<file path="src/rtl/scd_pkg.sv">
package scd_pkg;
    typedef enum logic [1:0] {
        ST_HUNT = 2'd0,
        ST_GAP  = 2'd1,
        ST_DATA = 2'd2
    } scd_state_e;

    localparam int DEF_SYM_W   = 8;
    localparam int DEF_MIN_GAP = 2;
    localparam int DEF_LIM0    = 10;
    localparam int DEF_LIM1    = 22;
    localparam int DEF_LIM2    = 34;
    localparam int DEF_LIM3    = 45;
    localparam int SYNC_W      = 2;
endpackage

</file>
<file path="src/rtl/scd_zero_run.sv">
module scd_zero_run #(
    parameter int ZSAT = 46,
    parameter int ZW   = $clog2(ZSAT + 1)
) (
    input  logic          clk,
    input  logic          rst_n,
    input  logic          clr,
    input  logic          inc,
    output logic [ZW-1:0] zeros
);
    localparam logic [ZW-1:0] SAT_V = ZW'(ZSAT);

    logic [ZW-1:0] cnt_d, cnt_q;

    always_comb begin
        cnt_d = cnt_q;
        if (clr) begin
            cnt_d = '0;
        end else if (inc && (cnt_q != SAT_V)) begin
            cnt_d = cnt_q + 1'b1;
        end
    end

    always_ff @(posedge clk or negedge rst_n) begin
        if (!rst_n) cnt_q <= '0;
        else        cnt_q <= cnt_d;
    end

    assign zeros = cnt_q;
endmodule

</file>
<file path="src/rtl/scd_gap_bin.sv">
module scd_gap_bin
    import scd_pkg::*;
#(
    parameter int ZW      = 6,
    parameter int MIN_GAP = DEF_MIN_GAP,
    parameter int LIM0    = DEF_LIM0,
    parameter int LIM1    = DEF_LIM1,
    parameter int LIM2    = DEF_LIM2,
    parameter int LIM3    = DEF_LIM3
) (
    input  logic [ZW-1:0]     zeros,
    output logic              legal,
    output logic [SYNC_W-1:0] nsync
);
    localparam int NBND = 3;
    localparam int BND [NBND] = '{LIM0, LIM1, LIM2};

    logic [NBND-1:0] above;

    for (genvar i = 0; i < NBND; i++) begin : g_bnd
        assign above[i] = (zeros > ZW'(BND[i]));
    end

    always_comb begin
        nsync = '0;
        for (int i = 0; i < NBND; i++) begin
            nsync = nsync + SYNC_W'(above[i]);
        end
        legal = (zeros >= ZW'(MIN_GAP)) && (zeros <= ZW'(LIM3));
    end
endmodule

</file>
<file path="src/rtl/scd_sym_shift.sv">
module scd_sym_shift #(
    parameter int SYM_W = 8,
    parameter int CW    = $clog2(SYM_W)
) (
    input  logic             clk,
    input  logic             rst_n,
    input  logic             load,
    input  logic             shift,
    input  logic             din,
    output logic             last,
    output logic [SYM_W-1:0] word
);
    typedef struct packed {
        logic [SYM_W-2:0] sh;
        logic [CW-1:0]    nb;
    } shr_t;

    shr_t r_d, r_q;

    always_comb begin
        r_d = r_q;
        if (load) begin
            r_d.sh = {{(SYM_W-2){1'b0}}, 1'b1};
            r_d.nb = '0;
        end else if (shift) begin
            r_d.sh = {r_q.sh[SYM_W-3:0], din};
            r_d.nb = r_q.nb + 1'b1;
        end
    end

    always_ff @(posedge clk or negedge rst_n) begin
        if (!rst_n) r_q <= '0;
        else        r_q <= r_d;
    end

    assign last = (r_q.nb == CW'(SYM_W - 2));
    assign word = {r_q.sh, din};
endmodule

</file>
<file path="src/rtl/subcode_sync_detector.sv">
module subcode_sync_detector
    import scd_pkg::*;
#(
    parameter int SYM_W   = DEF_SYM_W,
    parameter int MIN_GAP = DEF_MIN_GAP,
    parameter int LIM0    = DEF_LIM0,
    parameter int LIM1    = DEF_LIM1,
    parameter int LIM2    = DEF_LIM2,
    parameter int LIM3    = DEF_LIM3
) (
    input  logic              clk,
    input  logic              rst_n,
    input  logic              bit_vld,
    input  logic              bit_in,
    output logic              sym_vld,
    output logic [SYM_W-1:0]  sym_data,
    output logic              sync_vld,
    output logic [SYNC_W-1:0] sync_cnt,
    output logic              pause_err
);
    localparam int ZSAT = LIM3 + 1;
    localparam int ZW   = $clog2(ZSAT + 1);

    typedef struct packed {
        scd_state_e        state;
        logic              sym_vld;
        logic [SYM_W-1:0]  sym_data;
        logic              sync_vld;
        logic [SYNC_W-1:0] sync_cnt;
        logic              pause_err;
    } top_t;

    top_t q, d;

    logic              zc_clr, zc_inc;
    logic [ZW-1:0]     zeros;
    logic              gap_legal;
    logic [SYNC_W-1:0] gap_nsync;
    logic              sh_load, sh_shift, sh_last;
    logic [SYM_W-1:0]  sh_word;

    scd_zero_run #(.ZSAT(ZSAT), .ZW(ZW)) u_zrun (
        .clk   (clk),
        .rst_n (rst_n),
        .clr   (zc_clr),
        .inc   (zc_inc),
        .zeros (zeros)
    );

    scd_gap_bin #(
        .ZW(ZW), .MIN_GAP(MIN_GAP),
        .LIM0(LIM0), .LIM1(LIM1), .LIM2(LIM2), .LIM3(LIM3)
    ) u_bin (
        .zeros (zeros),
        .legal (gap_legal),
        .nsync (gap_nsync)
    );

    scd_sym_shift #(.SYM_W(SYM_W)) u_shift (
        .clk   (clk),
        .rst_n (rst_n),
        .load  (sh_load),
        .shift (sh_shift),
        .din   (bit_in),
        .last  (sh_last),
        .word  (sh_word)
    );

    always_comb begin
        d           = q;
        d.sym_vld   = 1'b0;
        d.sync_vld  = 1'b0;
        d.pause_err = 1'b0;
        zc_clr      = 1'b0;
        zc_inc      = 1'b0;
        sh_load     = 1'b0;
        sh_shift    = 1'b0;
        if (bit_vld) begin
            unique case (q.state)
                ST_HUNT: begin
                    if (!bit_in) begin
                        zc_inc = 1'b1;
                    end else begin
                        zc_clr = 1'b1;
                        if (zeros >= ZW'(MIN_GAP)) begin
                            sh_load = 1'b1;
                            d.state = ST_DATA;
                        end
                    end
                end
                ST_GAP: begin
                    if (!bit_in) begin
                        zc_inc = 1'b1;
                    end else begin
                        zc_clr  = 1'b1;
                        sh_load = 1'b1;
                        d.state = ST_DATA;
                        if (gap_legal) begin
                            d.sync_vld = 1'b1;
                            d.sync_cnt = gap_nsync;
                        end else begin
                            d.pause_err = 1'b1;
                        end
                    end
                end
                ST_DATA: begin
                    sh_shift = 1'b1;
                    if (sh_last) begin
                        d.sym_vld  = 1'b1;
                        d.sym_data = sh_word;
                        d.state    = ST_GAP;
                        zc_clr     = 1'b1;
                    end
                end
                default: d.state = ST_HUNT;
            endcase
        end
    end

    always_ff @(posedge clk or negedge rst_n) begin
        if (!rst_n) begin
            q       <= '0;
            q.state <= ST_HUNT;
        end else begin
            q <= d;
        end
    end

    assign sym_vld   = q.sym_vld;
    assign sym_data  = q.sym_data;
    assign sync_vld  = q.sync_vld;
    assign sync_cnt  = q.sync_cnt;
    assign pause_err = q.pause_err;
endmodule

</file>
<file path="config.mk">
export PLATFORM = sky130hd
export DESIGN_NAME = subcode_sync_detector
export DESIGN_NICKNAME = d
export VERILOG_FILES = /design/src/rtl/scd_pkg.sv /design/src/rtl/scd_zero_run.sv /design/src/rtl/scd_gap_bin.sv /design/src/rtl/scd_sym_shift.sv /design/src/rtl/subcode_sync_detector.sv
export SDC_FILE = /design/constraint.sdc
export NUM_CORES = 1
export LEC_CHECK = 0
export BUFFER_PORTS_ARGS = -buffer_cell sky130_fd_sc_hd__buf_2
export CAP_MARGIN = 20
export CORE_MARGIN = 10
export CORE_UTILIZATION = 62
export DETAILED_ROUTE_END_ITERATION = 8
export GPL_TIMING_DRIVEN = 0
export PLACE_DENSITY = 0.89
export SETUP_SLACK_MARGIN = 0.5
export SYNTH_ARGS = -nofsm -noshare
export SYNTH_HDL_FRONTEND = slang
export SYNTH_SLANG_ARGS = --single-unit
</file>
<file path="constraint.sdc">
create_clock -name clk -period 3.88 [get_ports clk]
set_input_delay 0.388 -clock clk [delete_from_list [all_inputs] [get_ports clk]]
set_output_delay 0.388 -clock clk [all_outputs]
set_load 0.01 [all_outputs]
</file>
# Word level (Yosys, flattened, before mapping)
# Index checks and enable logic that the tools add are counted.
# Widths: inputs -> output; s select.
op_classes:
  addsub: 4
  magnitude_cmp: 5
  n_eq_ne: 8
  mux: 28
  reduce_logical: 9
op_table:
  columns: ["op", "count"]
  rows:
  - ["$mux 10", 2]
  - ["$mux 13", 1]
  - ["$mux 1", 12]
  - ["$mux 6", 2]
  - ["$mux 11", 1]
  - ["$mux 9", 1]
  - ["$mux 4", 2]
  - ["$ne 2x2->1 const B", 4]
  - ["$add 6x1->6 const B", 1]
  - ["$ge 6x2->1 const B", 1]
  - ["$gt 6x4->1 const B", 1]
  - ["$gt 6x5->1 const B", 1]
  - ["$gt 6x6->1 const B", 1]
  - ["$le 6x6->1 const B", 1]
  - ["$mux 2", 3]
  - ["$ne 6x6->1 const B", 1]
  - ["$pmux 2 s3", 1]
  - ["$reduce_and 5->1", 1]
  - ["$pmux 1 s2", 2]
  - ["$reduce_and 4->1", 1]
  - ["$reduce_bool 2->1", 2]
  - ["$add 3x1->3 const B", 1]
  - ["$eq 3x3->1 const B", 1]
  - ["$mux 3", 1]
  - ["other kinds (8)", 9]
totals:
  ff_bits: 31
  inputBits: 4
  output_inout_bits: 13
  elab_cells: 63

# Longest topological paths before layout
logic_depth:
  depth_word: 7
  mapped_depth: 6
  ltp_nobuf: 6

# Cells and area by module
# Synthesis repeated with hierarchy kept, for this count alone.
unflattened:
  hier_cells: 150
  area_unflattened_um2: 1644.1
modules_own_cells:
  columns: ["mod", "n_inst", "cells_each", "area_per_inst_um2", "seq_area_each_um2"]
  rows:
  - ["subcode_sync_detector", 1, 53, 673.1, 375.4]
  - ["scd_sym_shift", 1, 46, 518.0, 250.2]
  - ["scd_zero_run", 1, 38, 352.8, 150.1]
  - ["scd_gap_bin", 1, 13, 100.1, 0.0]

# Worst setup path after synthesis
# No wires, ideal clock.
synth_path:
  kind: "register -> register"
  startpoint: "register u_zrun.cnt_q[0] (netlist: u_zrun.zeros[0])"
  endpoint: "register q (netlist bit sync_cnt[0])"
  setup_time_ns: 0.125
  t_arrival_ns: 1.747
  required_ns: 3.755
  path_slack_ns: 2.008
  stages_incl_launch_ff: 7
  path_buffers: 0
  period_less_slack_ns: 1.872
  path_cell_list: "dfrtp_1 > inv_1 > ha_1 > o21bai_1 > a211o_1 > fa_1 > mux2_2"
synth_via:
  elab_chain_len: 3
  word_cells_on_any_way: 9
  classes_between: "add/sub (2); order compare (5); reduce/logical (2)"
synth_lines:
  columns: ["item", "line", "source"]
  rows:
  - ["start: declaration", "scd_zero_run.sv:13", "logic [ZW-1:0] cnt_d, cnt_q;"]
  - ["start signal: assignment", "scd_zero_run.sv:26", "else cnt_q <= cnt_d;"]
  - ["$gt 6x4->1 or $gt 6x5->1 (tied branches)", "scd_gap_bin.sv:21", "assign above[i] = (zeros > ZW'(BND[i]));"]
  - ["$add 1x1->2", "scd_gap_bin.sv:27", "nsync = nsync + SYNC_W'(above[i]);"]
  - ["$add 2x1->2 (*)", "scd_gap_bin.sv:27", null]
  - ["via gap_nsync[0]", "subcode_sync_detector.sv:38", "logic [SYNC_W-1:0] gap_nsync;"]
  - ["end: declaration", "subcode_sync_detector.sv:33", "top_t q, d;"]
# The timed path passes the listed nets; every way through them passes the cells marked *.
# A chain may end at the register's enable or synchronous reset.

# Worst setup path after layout
# Same ends and word-level chain as after synthesis.

==> out/metrics.cfg <==
[status]
status = completed

[synth]
ys_ff_latch = 31
synth_top_area_cell = dfrtp_1
synth-compound-area-share_pct = 8.44
synth_xor_area_share_pct = 2.17
synth_cell_type_count = 38
syn_nets = 154
synth_top_family_by_area = simple AND/OR/NAND/NOR gates
yosysTopAreaCellShare_pct = 48.0
synthArstFlopShare_pct = 100
synthCells = 143
syn_area_per_cell_sq_um = 11.3
synth-edff-count = 0
synth_flop_cell = dfrtp_1
synthSimpleGateAreaFrac_pct = 14.2
synth_area_sq_mm = 0.00162
netlist_top_cells_area = dfrtp_1, mux2_2, buf_4
synth_adder_area_share_pct = 5.88
ys_seq_area_share_pct = 48.0
yosysWarnings = 0
synthMuxAreaShare_pct = 11.9

[clock_network]
cts-root-buf = clkbuf_4
cts_tree = built
ctsHoldBuffers = 0
insertion_delay_ns = 0.33
clk_path_buf_depth = 2
cts_resized = 0
htree_levels = 2
cts_setup_buffers = 0
numCtsBuffers = 5
cts_sinks = 31
cts.reportedPaths.clkPinSlew_ns = 0.10

[final_layout]
layout_commonest_cell = dfrtp_1
nFillCells = 194
area_growth_pct = 12.6
drive_above_1_share_pct = 32.9
fin_nets = 177
num_antenna_cells = 0
final_cell_mix = dfrtp_1, buf_2, nor2_1
fin_util_pct = 73.5
layout.cells.non_filler = 197

[pwr]
pwr-share-clk_pct = 23.6
powerDensity_mw_per_mm2 = 613
leakagePower_nw = 1.03
internal_power_uw = 747
peakVddDrop_v = 0.000525
switching_share_pct = 33.1
seqPwrFrac_pct = 44.8
p_sw_uw = 370
power_frac_comb_pct = 31.6

[timing]
grt_setup_unrepaired = false
setup_ws_ns = 1.86
finClkSkew_ns = 0.0124
worst_slew_pin_slew_ns = 0.683
fmax_ghz = 0.495
hold_violations = 0
fin_crit_sh_pct = 52.1
final.min_clock_period_ns = 2.02
finalSetupTns_ns = 0
relSlewSlack_pct = 54.5
setup_viol_count_final = 0
drv_slew = 0

[worst_setup_path]
path_class = reg -> reg
crit_slowest_cell = fa_1
crit_required_ns = 4.09
cp-start-kind = register
slowest_delay_ns = 0.47
critPathCaptureType = register
path_max_fanout = 6
cp_data_arrival_time_ns = 2.24
path_cells = inv_1, ha_1, o21bai_1, a211o_1, fa_1, mux2_2
crit_family = adder cells
crit_buf_inv = 1

[floorplanning]
initial_utilization_pct = 65.3
dieArea_sq_mm = 0.00505
num_rows = 18
ioPinCount = 17
die_w_microns = 71.1
core-area_sq_mm = 0.00248
die_height_microns = 71.1

[global_route]
antenna_found_initial = 0
overflow = 0
grt_max_degree = 32
grt_pass1_vias = 1079
grt_usage_pct = 12.3
grt_pass1_wl_mm = 5.04

[drt]
wl_mm = 2.94
viasPerCell = 5.57
drt_iter0_drc = 53
firstDrtPassIters = 4
vias = 1098
drcViolationCount = 0
avgRoutedWirePerCell_microns = 14.9
ant_nets = 0

[placement]
port_buffers = 16
dp_hpwl_mm = 2.01
pre_cts_slack_ns = 1.88
globalplace.congestion = 0.832
placed_cells = 189

[job]
maxCapViolations = 0

[worst_hold_path]
hold_path_class = in -> async

metal layers:
metal | up-vias | global-route usage (%) | part of all wire (%)
li1 | 524 | - | -
met3 | 4 | 4.88 | 7.9
met2 | 44 | 19.8 | 48
met5 | - | 0 | 0
met4 | 0 | 5.81 | 1.8
met1 | 526 | 14.0 | 43
power groups by stage:
stage	Combinational, mW	Sequential [mW]	Clock (mW)
final	0.353	0.500	0.264
after global routing	0.397	0.514	0.281
after CTS	0.358	0.498	0.267
after detailed placement	0.353	0.504	0
after global placement	0.335	0.492	0
after floorplan	0.273	0.480	0
worst reg2reg max path, stage by stage (launching register included):
cell      delay (ns)
dfrtp_1         0.46
inv_1           0.11
ha_1            0.20
o21bai_1        0.09
a211o_1         0.32
fa_1            0.47
mux2_2          0.27
path summary, 6_finish.rpt:
path | startpoint | endpoint | slack, ns | cells past startpoint
worst min-delay path | rst_n | u_zrun.zeros[3] | 0.08 | 1
min in group clk | bit_vld | q[14] | 0.40 | 3
worst max-delay path | u_zrun.zeros[0] | sync_cnt[0] | 1.86 | 6
max in group asynchronous | rst_n | sym_data[6] | 3.35 | 1
worst min register to register | sym_data[5] | sym_data[5] | 0.51 | 1
worst max register to register | u_zrun.zeros[0] | sync_cnt[0] | 1.86 | 6
stage by stage:
| stage | power (mW) | hold WS, ns | instance area (sq um) |
|---|---|---|---|
| after floorplan | 0.752 | 0.0924 | 1620 |
| after global placement | 0.828 | 0.449 | 1730 |
| after detailed placement | 0.857 | 0.462 | 1730 |
| after CTS | 1.12 | 0.0968 | 1820 |
| after global routing | 1.19 | 0.117 | 1820 |
| final | 1.12 | 0.0816 | 1820 |
layout make-up:
class | instances | area [sq um] | area share (%)
Buffer | 16 | 126 | 6.94
Clock buffer | 6 | 51.3 | 2.82
Clock inverter | 2 | 35.0 | 1.92
Inverter | 7 | 26.3 | 1.44
Multi-Input combinational cell | 89 | 688 | 37.8
Sequential cell | 31 | 776 | 42.6
Tap cell | 30 | 37.5 | 2.06
Timing Repair Buffer | 16 | 80.1 | 4.40
state kept, by name (all words and copies together), names as in the netlist:
register	count
sym_data	8
u_shift.word	7
u_zrun.zeros	6
u_shift.r_q	3
q	2
sync_cnt	2
pause_err	1
sym_vld	1
sync_vld	1
logic make-up (layout without fill, tap and decap cells):
family | after synthesis | count (layout)
muxes | 18 | 18
adders and majority gates | 7 | 7
xor gates and xnor gates | 4 | 4
DFF | 31 | 31
AOI/OAI and AO/OA | 19 | 19
buffers and inverters | 23 | 47
and+or+nand+nor | 41 | 41
Yosys cell counts (2+ instances only):
master / n
nand2_2: 2
o21ai_0: 2
dfrtp_1: 31
mux2_2: 10
a21oi_1: 4
o21a_1: 2
nor2_1: 18
xnor2_1: 3
a21o_1: 2
and2_1: 2
nand4_1: 2
a211o_1: 2
mux2i_1: 8
buf_4: 11
ha_1: 6
buf_2: 2
buf_6: 3
inv_1: 7
nand2_1: 7
(Power assumes the default switching activity.)
